File: config.mk
export PLATFORM = sky130hd
export DESIGN_NAME = sci_irq_unit
export DESIGN_NICKNAME = d
export VERILOG_FILES = /design/src/rtl/sci_pkg.sv /design/src/rtl/sci_ctrl_reg.sv /design/src/rtl/sci_tx_engine.sv /design/src/rtl/sci_err_status.sv /design/src/rtl/sci_irq_unit.sv
export SDC_FILE = /design/constraint.sdc
export NUM_CORES = 1
export LEC_CHECK = 0
export BUFFER_PORTS_ARGS = -buffer_cell sky130_fd_sc_hd__buf_2
export CAP_MARGIN = 10
export CORE_ASPECT_RATIO = 1.4
export CORE_MARGIN = 1
export CORE_UTILIZATION = 40
export DETAILED_ROUTE_END_ITERATION = 16
export MAX_ROUTING_LAYER = met4
export SLEW_MARGIN = 20
export SYNTH_ARGS = -nofsm -noshare
export SYNTH_HDL_FRONTEND = slang
export SYNTH_SLANG_ARGS = --single-unit
File: constraint.sdc
create_clock -name clk -period 1.9 [get_ports clk]
set_clock_uncertainty 0.2 [all_clocks]
set_input_delay 0.38 -clock clk [delete_from_list [all_inputs] [get_ports clk]]
set_output_delay 0.38 -clock clk [all_outputs]
set_load 0.02 [all_outputs]
File: src/rtl/sci_pkg.sv
package sci_pkg;

    localparam int NUM_SRC = 4;
    localparam int ILVL_W  = 4;
    localparam int GLVL_W  = 2;
    localparam int ADDR_W  = 3;

    localparam int IDX_TX   = 0;
    localparam int IDX_RX   = 1;
    localparam int IDX_ERR  = 2;
    localparam int IDX_TBUF = 3;

    localparam logic [ADDR_W-1:0] A_TXDATA  = 3'd4;
    localparam logic [ADDR_W-1:0] A_ERRSTAT = 3'd5;

    typedef struct packed {
        logic              req;
        logic              en;
        logic [ILVL_W-1:0] ilvl;
        logic [GLVL_W-1:0] glvl;
    } ctrl_t;

    typedef struct packed {
        logic ovr;
        logic par;
        logic frm;
    } err_t;

    typedef enum logic {
        TX_IDLE  = 1'b0,
        TX_SHIFT = 1'b1
    } tx_state_e;

    function automatic logic [15:0] ctrl_word(ctrl_t c);
        return {8'h00, c};
    endfunction

endpackage

File: src/rtl/sci_ctrl_reg.sv
module sci_ctrl_reg
    import sci_pkg::*;
(
    input  logic  clk,
    input  logic  rst,
    input  logic  wr_en,
    input  ctrl_t wr_val,
    input  logic  hw_set,
    input  logic  ack,
    output ctrl_t ctrl
);

    always_ff @(posedge clk) begin
        if (rst) begin
            ctrl <= '0;
        end else begin
            if (wr_en)
                ctrl <= wr_val;
            else if (ack)
                ctrl.req <= 1'b0;
            if (hw_set)
                ctrl.req <= 1'b1;
        end
    end

    AST_HW_SET_WINS: assert property (@(posedge clk) disable iff (rst)
        hw_set |=> ctrl.req);

    AST_ACK_CLEARS: assert property (@(posedge clk) disable iff (rst)
        (ack && !hw_set && !wr_en) |=> !ctrl.req);

endmodule

File: src/rtl/sci_tx_engine.sv
module sci_tx_engine
    import sci_pkg::*;
#(
    parameter int DATA_W = 8
) (
    input  logic              clk,
    input  logic              rst,
    input  logic              wr_en,
    input  logic [DATA_W-1:0] wr_data,
    input  logic              baud_tick,
    input  logic              sync_mode,
    output logic              txd,
    output logic              sclk_out,
    output logic              load_evt,
    output logic              tx_evt
);

    localparam int FRAME_W = DATA_W + 2;
    localparam int CNT_W   = $clog2(FRAME_W);
    localparam logic [CNT_W-1:0] LAST_ASYNC = CNT_W'(FRAME_W - 1);
    localparam logic [CNT_W-1:0] LAST_SYNC  = CNT_W'(DATA_W - 1);

    tx_state_e          state;
    logic               hold_full;
    logic [DATA_W-1:0]  hold_q;
    logic [FRAME_W-1:0] shreg;
    logic               mode_q;
    logic [CNT_W-1:0]   bit_idx;
    logic [CNT_W-1:0]   last_idx;
    logic               frame_done;

    always_comb begin
        last_idx   = mode_q ? LAST_SYNC : LAST_ASYNC;
        load_evt   = (state == TX_IDLE) && hold_full;
        frame_done = (state == TX_SHIFT) && baud_tick && (bit_idx == last_idx);
        if (mode_q)
            tx_evt = frame_done;
        else
            tx_evt = (state == TX_SHIFT) && baud_tick && (bit_idx == last_idx - 1'b1);
        txd      = (state == TX_SHIFT) ? shreg[0] : 1'b1;
        sclk_out = (state == TX_SHIFT) && mode_q && baud_tick;
    end

    always_ff @(posedge clk) begin
        if (rst) begin
            hold_full <= 1'b0;
            hold_q    <= '0;
        end else begin
            if (load_evt)
                hold_full <= 1'b0;
            if (wr_en) begin
                hold_full <= 1'b1;
                hold_q    <= wr_data;
            end
        end
    end

    always_ff @(posedge clk) begin
        if (rst) begin
            state   <= TX_IDLE;
            shreg   <= '1;
            mode_q  <= 1'b0;
            bit_idx <= '0;
        end else if (load_evt) begin
            state   <= TX_SHIFT;
            mode_q  <= sync_mode;
            bit_idx <= '0;
            shreg   <= sync_mode ? {2'b11, hold_q} : {1'b1, hold_q, 1'b0};
        end else if (state == TX_SHIFT && baud_tick) begin
            if (frame_done) begin
                state <= TX_IDLE;
            end else begin
                shreg   <= {1'b1, shreg[FRAME_W-1:1]};
                bit_idx <= bit_idx + 1'b1;
            end
        end
    end

    AST_IDLE_LINE_HIGH: assert property (@(posedge clk) disable iff (rst)
        (state == TX_IDLE) |-> txd);

    AST_START_BIT_LOW: assert property (@(posedge clk) disable iff (rst)
        (load_evt && !sync_mode) |=> !txd);

    AST_NO_SCLK_IDLE: assert property (@(posedge clk) disable iff (rst)
        (state == TX_IDLE) |-> !sclk_out);

    AST_SYNC_REQ_AT_END: assert property (@(posedge clk) disable iff (rst)
        (tx_evt && mode_q) |=> (state == TX_IDLE));

endmodule

File: src/rtl/sci_err_status.sv
module sci_err_status
    import sci_pkg::*;
(
    input  logic clk,
    input  logic rst,
    input  err_t set_vec,
    input  logic clr_we,
    input  err_t clr_mask,
    output err_t flags
);

    err_t keep_mask;

    always_comb begin
        keep_mask = clr_we ? err_t'(~clr_mask) : err_t'('1);
    end

    always_ff @(posedge clk) begin
        if (rst)
            flags <= '0;
        else
            flags <= err_t'((flags & keep_mask) | set_vec);
    end

    AST_STATUS_STICKY: assert property (@(posedge clk) disable iff (rst)
        !clr_we |=> ((flags & $past(flags)) == $past(flags)));

endmodule

File: src/rtl/sci_irq_unit.sv
module sci_irq_unit
    import sci_pkg::*;
#(
    parameter int DATA_W = 8
) (
    input  logic        clk,
    input  logic        rst,
    input  logic [2:0]  bus_addr,
    input  logic        bus_we,
    input  logic [15:0] bus_wdata,
    output logic [15:0] bus_rdata,
    input  logic        baud_tick,
    input  logic        sync_mode,
    input  logic        rx_loaded,
    input  logic        rx_frame_err,
    input  logic        rx_parity_err,
    input  logic [3:0]  irq_ack,
    output logic [3:0]  irq_req,
    output logic [15:0] irq_ilvl,
    output logic [7:0]  irq_glvl,
    output logic        txd,
    output logic        sclk_out
);

    ctrl_t              ctrl_q [NUM_SRC];
    logic [NUM_SRC-1:0] hw_set;
    logic               load_evt;
    logic               tx_evt;
    logic               ovr_evt;
    err_t               err_set;
    err_t               err_flags;
    logic               stat_we;
    logic               txd_we;
    logic               unused_hi;

    assign unused_hi = ^bus_wdata[15:8];
    assign stat_we   = bus_we && (bus_addr == A_ERRSTAT);
    assign txd_we    = bus_we && (bus_addr == A_TXDATA);

    always_comb begin
        ovr_evt          = rx_loaded && ctrl_q[IDX_RX].req;
        err_set          = '{ovr: ovr_evt, par: rx_parity_err, frm: rx_frame_err};
        hw_set           = '0;
        hw_set[IDX_TX]   = tx_evt;
        hw_set[IDX_RX]   = rx_loaded;
        hw_set[IDX_ERR]  = rx_frame_err || rx_parity_err || ovr_evt;
        hw_set[IDX_TBUF] = load_evt;
    end

    for (genvar i = 0; i < NUM_SRC; i++) begin : g_src
        sci_ctrl_reg u_ctrl (
            .clk    (clk),
            .rst    (rst),
            .wr_en  (bus_we && (bus_addr == ADDR_W'(i))),
            .wr_val (ctrl_t'(bus_wdata[7:0])),
            .hw_set (hw_set[i]),
            .ack    (irq_ack[i]),
            .ctrl   (ctrl_q[i])
        );
        assign irq_req[i]                    = ctrl_q[i].req && ctrl_q[i].en;
        assign irq_ilvl[i*ILVL_W +: ILVL_W]  = ctrl_q[i].ilvl;
        assign irq_glvl[i*GLVL_W +: GLVL_W]  = ctrl_q[i].glvl;
    end

    sci_tx_engine #(.DATA_W(DATA_W)) u_tx (
        .clk       (clk),
        .rst       (rst),
        .wr_en     (txd_we),
        .wr_data   (bus_wdata[DATA_W-1:0]),
        .baud_tick (baud_tick),
        .sync_mode (sync_mode),
        .txd       (txd),
        .sclk_out  (sclk_out),
        .load_evt  (load_evt),
        .tx_evt    (tx_evt)
    );

    sci_err_status u_err (
        .clk      (clk),
        .rst      (rst),
        .set_vec  (err_set),
        .clr_we   (stat_we),
        .clr_mask (err_t'(bus_wdata[2:0])),
        .flags    (err_flags)
    );

    always_comb begin
        bus_rdata = '0;
        if (bus_addr < ADDR_W'(NUM_SRC))
            bus_rdata = ctrl_word(ctrl_q[bus_addr[1:0]]);
        else if (bus_addr == A_ERRSTAT)
            bus_rdata = {13'h0, err_flags};
    end

    AST_OVR_ON_PENDING: assert property (@(posedge clk) disable iff (rst)
        (rx_loaded && ctrl_q[IDX_RX].req) |=> err_flags.ovr);

    AST_ERR_REQ_ON_STROBE: assert property (@(posedge clk) disable iff (rst)
        (rx_frame_err || rx_parity_err) |=> ctrl_q[IDX_ERR].req);

    AST_TBUF_REQ_ON_LOAD: assert property (@(posedge clk) disable iff (rst)
        load_evt |=> ctrl_q[IDX_TBUF].req);

endmodule

Word-level counts from Yosys, hierarchy flattened
Index checks and enable logic that the tools add are counted.
Operators by class
  add/sub/neg operators: 2
  order comparisons: 2
  eq/ne operators: 8
  multiplexer cells: 30
  bitwise gates (word level): 6
  reductions and logical operators: 31
Operator list (number)
  $mux W10: 3
  $mux W8: 3
  $mux W1: 19
  $logic_and A1 B1 Y1: 17
  $bmux W8 S2: 1
  $reduce_bool A3 Y1: 4
  $mux W9: 1
  $eq A4 B4 Y1: 2
  $eq A3 B2 Y1 const B: 2
  $eq A3 B3 Y1 const B: 2
  $mux W3: 2
  $reduce_and A2 Y1: 3
  $reduce_bool A2 Y1: 3
  $add A4 B1 Y4 const B: 1
  $mux W4: 1
  $sub A4 B1 Y4 const B: 1
  $and A3 B3 Y3: 1
  $eq A3 B1 Y1 const B: 1
  $ge A3 B3 Y1 const B: 1
  $logic_not A3 Y1: 1
  $lt A3 B3 Y1 const B: 1
  $not A2 Y3: 1
  $not A3 Y3: 1
  $or A3 B3 Y3: 1
  4 further kinds: 6
Storage, ports and cells
  flip-flop bits (word level): 60
  input bits: 31
  logic and storage cells: 104

Depth between registers and ports, before layout
Gate-level depths: netlist (run 1).
  depth after elaboration: 6
  depth in mapped cells: 6
  depth with buffers taken out: 4

By module
From an unflattened synthesis (run 1), not the netlist that was laid out.
Unflattened totals
  cell total of the unflattened synthesis: 300
  area total of the unflattened synthesis: 2942.8 sq um
Modules (own cells, without submodules)
  sci_ctrl_reg: times used 4, cells an instance 27, area each 294.0 sq um, sequential area each 160.2 sq um
  sci_tx_engine: times used 1, cells an instance 126, area each 1176.1 sq um, sequential area each 480.5 sq um
  sci_irq_unit: times used 1, cells an instance 54, area each 481.7 sq um, sequential area each 0.0 sq um
  sci_err_status: times used 1, cells an instance 12, area each 108.9 sq um, sequential area each 60.1 sq um

Least setup slack after synthesis (run 1)
Ideal clock, no wire load.
  path kind: input port to output port
  start: input port bus_addr[0]
  end: output port bus_rdata[4]
  arrival time: 1.307 ns
  required time: 1.320 ns
  setup slack: 0.013 ns
  stages: 4
  path through: buf_6 buf_6 mux4_2 nor2b_1
Between the ends
  cells in the longest elaborated chain, start to end: 5
Ends and longest elaborated chain
  start: declaration: line sci_irq_unit.sv:8  | input logic [2:0] bus_addr,
  $not A2 Y3 (not written as such): line sci_irq_unit.sv:90  | bus_rdata = ctrl_word(ctrl_q[bus_addr[1:0]]);
  $bmux W8 S2: line sci_irq_unit.sv:90
  $mux W8 (not written as such) (2 in a row): line sci_irq_unit.sv:90
  $mux W8 (*): line sci_irq_unit.sv:89  | if (bus_addr < ADDR_W'(NUM_SRC))
  end: declaration: line sci_irq_unit.sv:11  | output logic [15:0] bus_rdata,
Mark *: on every way between the ends. The rest lies on a longest branch, timed or not. The select of a mux whose other input is x is not followed.

Final worst setup path (run 1)
  start: register g_src[3].u_ctrl.ctrl[1] (netlist name)
  end: output port bus_rdata[1]
Between the ends
  cells in the longest elaborated chain, start to end: 4
Ends and longest elaborated chain
  start: declaration: line sci_ctrl_reg.sv:10  | output ctrl_t ctrl
  start signal: assignment: line sci_ctrl_reg.sv:18  | ctrl <= wr_val;
  $bmux W8 S2: line sci_irq_unit.sv:90
  $mux W8 (not written as such) (2 in a row): line sci_irq_unit.sv:90
  $mux W8: line sci_irq_unit.sv:89
No other way between the ends. The select of a mux whose other input is x is not followed.

==> impl_metrics.tcl, run 1 <==
set metrics [dict create \
    first_pass_iters 4 \
    async_reset_ff_frac 0 \
    clockPowerShare 0.420 \
    powerDensity_nw_per_um2 725 \
    status "finished, violations left" \
    post-dp-hpwl_um 5360 \
    row_count 37 \
    antennaDiodeCount 0 \
    drive_above_1_share 0.388 \
    post-route-period-util 1.06 \
    wirelength_um 7520 \
    place_congestion 0.817 \
    synth-seq-cells 59 \
    hold_viol 0 \
    multi_input_area_um2 1570 \
    ff_latch_area_um2 1210 \
    violations "negative setup slack" \
    fill_cells 730 \
    dp_slack_ns -0.144 \
    layout-area-overhead-vs-synth_pct 22.9 \
    p_sw_frac 0.244 \
    cp_slowest_cell "mux4_2" \
    grt-ovfl-total 0 \
    slew_viol_final 0 \
    synth-main-ff-cell "dfxtp_1" \
    path_cells "mux4_2 > inv_2 > o22ai_2 > buf_6" \
    port_buffers 60 \
    clk_pin_slew_ns 0.07 \
    synth.distinct_cells 45 \
    critPathLaunchType "flop" \
    drtAntennaViolNets 0 \
    peakVddDrop_v 0.000508 \
    io_pins 77 \
    initial_core_util 0.414 \
    grt_pass1_vias 2460 \
    insertion_delay_ns 0.34 \
    synthTopCellsByArea "dfxtp_1, nand2_1, buf_4, mux2i_1, a21oi_1" \
    synthCells 354 \
    cts-buffers-inserted 9 \
    netlist.area_leader.share 0.387 \
    crit_required_ns 1.32 \
    leakage_nw 1.59 \
    grt_pass1_wl_um 12200 \
    grt_setup_unrepaired "true" \
    crit_path_max_fanout 2 \
    dpl_cell_area_um2 3340 \
    die_area_um2 7980 \
    grt_max_degree 26 \
    cts_tree "yes" \
    p_seq_frac 0.472 \
    yosys.area.top_type "dfxtp_1" \
    die_w_um 75.8 \
    cts.sinks 59 \
    vias 2599 \
    synth_seq_area_share 0.387 \
    synth.avg_cell_area_um2 8.62 \
    finish.instance_area_um2 3750 \
    hold_ws_ns 0.0885 \
    p_int_w 0.00206 \
    die-height_um 105 \
    hp-class "input port to flop" \
    wl_per_cell_um 14.5 \
    cp_top_family "multiplexers" \
    maxCapViolCount 0 \
    power_switching_w 0.000665 \
    drc 0 \
    end_kind "output pin" \
    cp_data_arrival_time_ns 1.44 \
    fmax_mhz 495 \
    cts_buffer_depth 2 \
    layout_setup_ws_ns -0.118 \
    synth_edf_count 0 \
    finalNetCount 451 \
    setup-tns-final_ns -0.660 \
    avgViaCountPerCell 5.00 \
    netlist_area_um2 3050 \
    drtIter0Drc 126 \
    pwr-share-comb 0.108 \
    worstPathBufferInverterCount 2 \
    htreeDepth 3 \
    grt.total_usage 0.211 \
    synth_warnings 0 \
    critPathKind "flop to output pin" \
    final.min_clock_period_ns 2.02 \
    antenna_found_initial 0 \
    setup_violations 8 \
    clock-root-buffer "clkbuf_8" \
    crit_path_max_incr_delay_ns 0.47 \
    utilization 0.509 \
    fp.coreArea_um2 7360 \
]
## metal layers
metal | vias up | wire length (um) | track usage
li1 | 1292 | - | -
met1 | 1234 | 3260 | 0.252
met2 | 61 | 3890 | 0.335
met3 | 12 | 285 | 0.0574
met4 | 0 | 97 | 0.0767
met5 | - | 0 | -
## worst register-to-register path, cell delays in order (launching register included)
cell	delay, ns
dfxtp_1	0.37
nor4b_4	0.31
o21ai_2	0.13
a21oi_4	0.36
mux2i_1	0.23
## layout by cell type, fill, tap and decap left out, drive strengths merged, types with 3 or more instances in the layout
master	n
a31oi	4
nand3	3
o22ai	3
a211oi	8
and2	5
buf	98
nand3b	3
clkbuf	13
inv	6
dfxtp	59
nor2	28
nor3b	3
a21oi	37
mux2i	24
mux4	8
o21ai	3
nand2b	3
nand2	78
nor2b	7
conb	8
## final timing paths
check	to	cells after the start	slack (ns)	start
setup reg to reg	u_tx.shreg[6]$_SDFFE_PP1P_	4	0.23	u_tx.bit_idx[1]$_SDFFE_PP0P_
hold / removal	u_err.flags[1]$_SDFF_PP0_	3	0.09	rx_parity_err
hold reg to reg	g_src[0].u_ctrl.ctrl[6]$_SDFFE_PP0P_	2	0.26	g_src[0].u_ctrl.ctrl[6]$_SDFFE_PP0P_
setup / recovery	bus_rdata[1]	4	-0.12	g_src[3].u_ctrl.ctrl[1]$_SDFFE_PP0P_
## sequential cells by signal, indices dropped and copies added (netlist names)
register and count:
g_src.u_ctrl.ctrl 32, u_err.flags 3, u_tx.bit_idx 4, u_tx.hold_full 1
u_tx.hold_q 8, u_tx.mode_q 1, u_tx.shreg 9, u_tx.state 1
## power groups by stage
stage               Sequential (W)  Combinational (W)  Clock (W)
global route               0.00129           0.000319    0.00122
global placement           0.00131           0.000265          0
detailed placement         0.00131           0.000266          0
finish                     0.00128           0.000292    0.00114
CTS                        0.00128           0.000287    0.00118
floorplan                  0.00130           0.000198          0
## synthesized netlist by cell type (2+ instances only)
master,number
inv_1,6
nor2b_1,7
mux4_2,8
and2_1,5
buf_2,6
buf_6,2
nand3_1,3
a21oi_1,36
nor2_1,28
mux2i_1,24
nand2_1,77
nand2b_1,3
o21ai_0,2
a31oi_1,4
dfxtp_1,59
buf_4,34
clkbuf_1,9
o22ai_1,3
nor4b_4,2
nand3b_1,3
a211oi_1,8
nor3b_1,2
## kinds of logic (layout without fill, tap and decap cells)
group           count (synthesis)  after routing  share of synthesized area
compound gates                 59             59                      0.116
other cells                     1              8                    0.00123
simple gates                  145            145                      0.234
flops                          59             59                      0.387
fa+ha+maj                       1              1                    0.00410
buf+inv                        57            119                      0.119
mux                            32             32                      0.138
## area by class of cell
type	instances	share of cell area
clock buffers	13	0.0424
clock inverters	2	0.00934
inverters	6	0.00601
flip-flops and latches	59	0.324
well taps	97	0.0324
multi-input cells	245	0.419
repair buffers	98	0.167
## stage by stage
step           total power [W]  std cells
2_1_floorplan          0.00150        361
6_report               0.00272        520
4_1_cts                0.00275        517
3_3_place_gp           0.00158        491
5_1_grt                0.00282        520
3_5_place_dp           0.00158        491
## timing repair
| action | 4_1_cts | 5_1_grt |
|---|---|---|
| hold buffers | 0 | 0 |
| buffers inserted | 11 | 3 |
| gates cloned | 0 | 0 |
| endpoints found under the setup margin | 8 | 8 |
| gates resized for setup | 35 | 14 |
Note: power is estimated with default switching activity, not from simulation.
==> run 2: changes to the inputs <==
--- a/config.mk
+++ b/config.mk
@@ -5,7 +5,7 @@
 export SDC_FILE = /design/constraint.sdc
 export NUM_CORES = 1
 export LEC_CHECK = 0
-export BUFFER_PORTS_ARGS = -buffer_cell sky130_fd_sc_hd__buf_2
+export BUFFER_PORTS_ARGS = -buffer_cell sky130_fd_sc_hd__clkbuf_2
 export CAP_MARGIN = 10
 export CORE_ASPECT_RATIO = 1.4
 export CORE_MARGIN = 1
==> run 2 against run 1 <==
Net effect: the run still ends with negative setup slack left; critical path depth unchanged; combinational power about the same; non-clock buffer count decreased by 3; register-to-register slack got worse by 0.06 ns; global-route usage increased by 0.24 points; critical path type unchanged; final area decreased by 0.57%; hold slack got worse by 0.014 ns; final cell count decreased by 0.58%; flip-flop and latch count unchanged; clock power decreased by 7%.
==> impl_metrics.tcl, run 2 (synthesis results as in run 1) <==
set metrics [dict create \
    critPathLaunchType "flop" \
    maxCapViolCount 0 \
    layout_setup_ws_ns -0.115 \
    hold_end "g_src[1].u_ctrl.ctrl[7]$_SDFFE_PP0P_" \
    hold_ws_ns 0.0744 \
    grt_max_degree 24 \
    status "finished, violations left" \
    post-route-period-util 1.06 \
    fp.coreArea_um2 7360 \
    powerDensity_nw_per_um2 706 \
    wirelength_um 7540 \
    place_congestion 0.845 \
    grt_pass1_vias 2448 \
    fin_cells 517 \
    htreeDepth 3 \
    insertion_delay_ns 0.34 \
    layout_common_cells "nand2_1, clkbuf_2, dfxtp_1" \
    slew_viol_final 0 \
    drtAntennaViolNets 0 \
    grt_setup_unrepaired "true" \
    cts_buffer_depth 2 \
    r2r-start "u_tx.bit_idx[1]$_SDFFE_PP0P_" \
    post-dp-hpwl_um 5470 \
    cp_data_arrival_time_ns 1.44 \
    violations "negative setup slack" \
    antennaDiodeCount 0 \
    drc 0 \
    cts.sinks 59 \
    hold_viol 0 \
    finish.instance_area_um2 3730 \
    largest_reg_flops 32 \
    finalNetCount 448 \
    r2r_cells 4 \
    antenna_found_initial 0 \
    peakVddDrop_v 0.000511 \
    avgViaCountPerCell 4.95 \
    leakage_nw 1.56 \
    reg2reg_setup_slack_ns 0.17 \
    path_cells "mux4_2 > inv_2 > o22ai_1 > buf_4" \
    row_count 37 \
    layout-area-overhead-vs-synth_pct 22.2 \
    reg_top3 "g_src.u_ctrl.ctrl: 32 flops, u_tx.shreg: 9 flops, u_tx.hold_q: 8 flops" \
    top_register "g_src.u_ctrl.ctrl" \
    r2r_end "u_tx.shreg[6]$_SDFFE_PP1P_" \
    grt_pass1_wl_um 12300 \
    cts-buffers-inserted 9 \
    dpl_cell_area_um2 3340 \
    hold_start "rx_loaded" \
    die-height_um 105 \
    max_slew_margin 0.625 \
    final.min_clock_period_ns 2.02 \
    crit_required_ns 1.32 \
    end_kind "output pin" \
    first_pass_iters 4 \
    cp_slowest_cell "mux4_2" \
    hp-class "input port to flop" \
    fmax_mhz 496 \
    whs_path_depth 3 \
    cts_tree "yes" \
    initial_core_util 0.414 \
    die_w_um 75.8 \
    wl_per_cell_um 14.6 \
    power_w 0.00263 \
    vias 2557 \
    grt-ovfl-total 0 \
    grt.total_usage 0.214 \
    place_inst 490 \
    critPathKind "flop to output pin" \
    layout_commonest_cell "nand2_1" \
    clk_pin_slew_ns 0.07 \
    drive_above_1_share 0.376 \
    io_pins 77 \
    crit_path_max_fanout 3 \
    clock-root-buffer "clkbuf_8" \
    drtIter0Drc 82 \
    setup_violations 8 \
    port_buffers 60 \
    worst_slew_pin_slew_ns 0.562 \
    crit_path_max_incr_delay_ns 0.47 \
    die_area_um2 7980 \
    fill_cells 705 \
]
-- run 2: what timing repair did --
| action | 4_1_cts | 5_1_grt |
|---|---|---|
| gates resized for setup | 22 | 37 |
| buffers inserted | 10 | 2 |
| hold buffers | 0 | 0 |
| setup endpoints to repair | 8 | 8 |
-- run 2: critical path: cells and delay by family (launching register included) --
family,cells,cell delay [ns]
DFF,1,0.33
muxes,1,0.47
AOI/OAI and AO/OA,1,0.06
buffers and inverters,2,0.22
-- run 2: final cells by class --
type                            instances  area [um2]  area share
Inverter                                6        22.5     0.00604
Clock inverter                          2        10.0     0.00268
Multi-Input combinational cell        245        1580       0.424
Sequential cell                        59        1210       0.324
Tap cell                               97         121      0.0326
Clock buffer                           13         169      0.0453
Timing Repair Buffer                   95         617       0.165
-- run 2: per-layer routing --
layer  GRT usage  wire (um)  part of all wire
met1       0.270       3240              0.43
met2       0.331       3840              0.51
met3      0.0516        353             0.047
met4      0.0675        111             0.015
met5           -          0                 0
-- run 2: worst max-delay path by stage --
stage / start / endpoint / slack [ns]
4_1_cts: g_src[3].u_ctrl.ctrl[2]$_SDFFE_PP0P_ / bus_rdata[2] / -0.14
3_5_place_dp: bus_addr[0] / bus_rdata[2] / -0.17
5_1_grt: g_src[2].u_ctrl.ctrl[2]$_SDFFE_PP0P_ / bus_rdata[2] / -0.16
3_3_place_gp: bus_addr[0] / bus_rdata[2] / -0.17
6_report: g_src[3].u_ctrl.ctrl[0]$_SDFFE_PP0P_ / bus_rdata[0] / -0.12
2_1_floorplan: bus_addr[0] / bus_rdata[4] / 0.01
-- run 2: report_power, final --
group	switching (W)	leakage (nW)	total, W	internal (W)
Combinational	0.000175	0.972	0.000295	0.000120
Sequential	0.0000179	0.488	0.00128	0.00127
Clock	0.000487	0.0953	0.00106	0.000569
-- run 2: metrics by stage --
step / setup TNS, ns / utilization / worst slack (ns)
floorplan: 0 / - / 0.0126
global placement: -1.49 / 0.453 / -0.171
detailed placement: -1.75 / 0.453 / -0.173
CTS: -0.932 / 0.494 / -0.140
global route: -1.05 / 0.507 / -0.159
finish: -0.692 / 0.507 / -0.115
==> run 3: changes to the inputs <==
--- a/config.mk
+++ b/config.mk
@@ -12,7 +12,9 @@
 export CORE_UTILIZATION = 40
 export DETAILED_ROUTE_END_ITERATION = 16
 export MAX_ROUTING_LAYER = met4
-export SLEW_MARGIN = 20
+export REMOVE_ABC_BUFFERS = 1
+export SLEW_MARGIN = 10
 export SYNTH_ARGS = -nofsm -noshare
 export SYNTH_HDL_FRONTEND = slang
 export SYNTH_SLANG_ARGS = --single-unit
+export TNS_END_PERCENT = 5
==> run 3 against run 2 <==
Net effect: the run still ends with negative setup slack left; hold slack improved by 0.014 ns; die area unchanged; final cell count increased by 0.19%; critical path depth is the same; register-to-register slack improved by 0.03 ns; worst setup slack lost 0.021 ns; non-clock buffer count up 1; total power grew 7.3%; combinational power up 1%; flip-flop and latch count unchanged.
==> impl_metrics.tcl, run 3 (synthesis results as in run 1) <==
set metrics [dict create \
    status "finished, violations left" \
    violations "negative setup slack" \
    avgViaCountPerCell 4.98 \
    row_count 37 \
    critPathLaunch "g_src[3].u_ctrl.ctrl[2]$_SDFFE_PP0P_" \
    r2r-start "u_tx.mode_q$_SDFFE_PP0P_" \
    end_kind "output pin" \
    layout_commonest_cell "nand2_1" \
    clk_pin_slew_ns 0.07 \
    top_register "g_src.u_ctrl.ctrl" \
    die-height_um 105 \
    cts_buffer_depth 2 \
    antennaDiodeCount 0 \
    grt.total_usage 0.202 \
    largest_reg_flops 32 \
    finalNetCount 449 \
    cts.sinks 59 \
    slew_viol_final 0 \
    hp-class "input port to flop" \
    wl_per_cell_um 14.3 \
    port_buffers 60 \
    whs_path_depth 3 \
    place_congestion 0.845 \
    insertion_delay_ns 0.33 \
    crit_path_max_incr_delay_ns 0.48 \
    layout-area-overhead-vs-synth_pct 22.9 \
    hold_viol 0 \
    utilization 0.509 \
    cp_data_arrival_time_ns 1.46 \
    reg_top3 "g_src.u_ctrl.ctrl: 32 flops, u_tx.shreg: 9 flops, u_tx.hold_q: 8 flops" \
    post-route-period-util 1.07 \
    fp.coreArea_um2 7360 \
    drc 0 \
    cp_slowest_cell "mux4_2" \
    leakage_nw 1.57 \
    drtAntennaViolNets 0 \
    cts-buffers-inserted 9 \
    r2r_end "u_tx.shreg[6]$_SDFFE_PP1P_" \
    fill_cells 722 \
    r2r_cells 4 \
    peakVddDrop_v 0.000374 \
    grt-ovfl-total 0 \
    hold_end "u_err.flags[0]$_SDFF_PP0_" \
    dpl_cell_area_um2 3370 \
    drive_above_1_share 0.366 \
    layout_common_cells "nand2_1, clkbuf_2, dfxtp_1" \
    powerDensity_nw_per_um2 754 \
    antenna_found_initial 0 \
    io_pins 77 \
    drtIter0Drc 79 \
    critPathLaunchType "flop" \
    grt_pass1_vias 2439 \
    final.min_clock_period_ns 2.04 \
    htreeDepth 3 \
    finish.instance_area_um2 3750 \
    die_area_um2 7980 \
    layout_setup_ws_ns -0.136 \
    vias 2579 \
    crit_path_max_fanout 2 \
    die_w_um 75.8 \
    cts_tree "yes" \
    path_cells "mux4_2 > inv_2 > o22ai_2 > clkbuf_8" \
    hold_ws_ns 0.0889 \
    setup-tns-final_ns -0.656 \
    grt_max_degree 30 \
    grt_setup_unrepaired "true" \
    wirelength_um 7430 \
    hold_start "rx_frame_err" \
    post-dp-hpwl_um 5380 \
    crit_required_ns 1.32 \
    initial_core_util 0.414 \
    first_pass_iters 4 \
    maxCapViolCount 0 \
    setup_violations 8 \
    reg2reg_setup_slack_ns 0.20 \
    power_w 0.00283 \
    fmax_mhz 491 \
    grt_pass1_wl_um 11700 \
    clock-root-buffer "clkbuf_8" \
    postCtsHoldBufs 0 \
    critPathKind "flop to output pin" \
]
[run 3: cell count changes in the layout (fill, tap and decap cells not counted), moves of 2 or more]
| cell | previous run | this run |
|---|---|---|
| bufinv_16 | 0 | 2 |
| dfxtp_1 | 39 | 43 |
| nor2b_4 | 4 | 2 |
| nor2b_1 | 3 | 5 |
| dfxtp_2 | 19 | 16 |
| buf_4 | 35 | 37 |
| buf_6 | 7 | 4 |
[run 3: layer usage]
metal | share of wire | global-route usage | wire length (um) | vias up
li1 | - | - | - | 1295
met1 | 0.43 | 0.239 | 3170 | 1202
met2 | 0.52 | 0.329 | 3830 | 65
met3 | 0.027 | 0.0296 | 197 | 17
met4 | 0.031 | 0.0939 | 233 | 0
met5 | 0 | - | 0 | -
[run 3: how the worst max path moves through the flow]
stage / endpoint / slack, ns / cells after the start
finish: bus_rdata[2] / -0.14 / 4
global route: bus_rdata[2] / -0.17 / 4
CTS: bus_rdata[7] / -0.11 / 3
detailed placement: bus_rdata[6] / -0.19 / 5
global placement: bus_rdata[7] / -0.18 / 4
floorplan: g_src[2].u_ctrl.ctrl[7]$_SDFFE_PP0P_ / -0.35 / 4
[run 3: power breakdown]
| part | leakage [nW] | switching [W] | internal, W |
|---|---|---|---|
| sequential | 0.486 | 0.0000188 | 0.00127 |
| combinational | 0.973 | 0.000175 | 0.000124 |
| clock | 0.108 | 0.000482 | 0.000762 |
| total | 1.57 | 0.000676 | 0.00215 |
[run 3: metrics by stage]
step                      setup slack (ns)  std cells
after detailed placement            -0.186        493
final                               -0.136        518
after global placement              -0.179        493
after floorplan                     -0.353        310
after global routing                -0.166        518
after CTS                           -0.113        516
[run 3: final cells by class]
class | instances | area [um2] | share of cell area
Inverter | 6 | 22.5 | 0.00601
Multi-Input combinational cell | 245 | 1570 | 0.417
Clock buffer | 10 | 138 | 0.0367
Tap cell | 97 | 121 | 0.0324
Sequential cell | 59 | 1200 | 0.320
Clock inverter | 5 | 77.6 | 0.0207
Timing Repair Buffer | 96 | 624 | 0.166
[run 3: critical path: cells and delay by family (launching register included)]
kind	cells	cell delay (ns)
compound gates	1	0.08
mux	1	0.48
buf+inv	2	0.24
flops	1	0.33
[run 3: what timing repair did]
item / in CTS / in global routing
hold endpoints to repair: 0 / 0
buffers inserted: 8 / 2
gates resized for setup: 19 / 25
endpoints found under the setup margin: 8 / 8
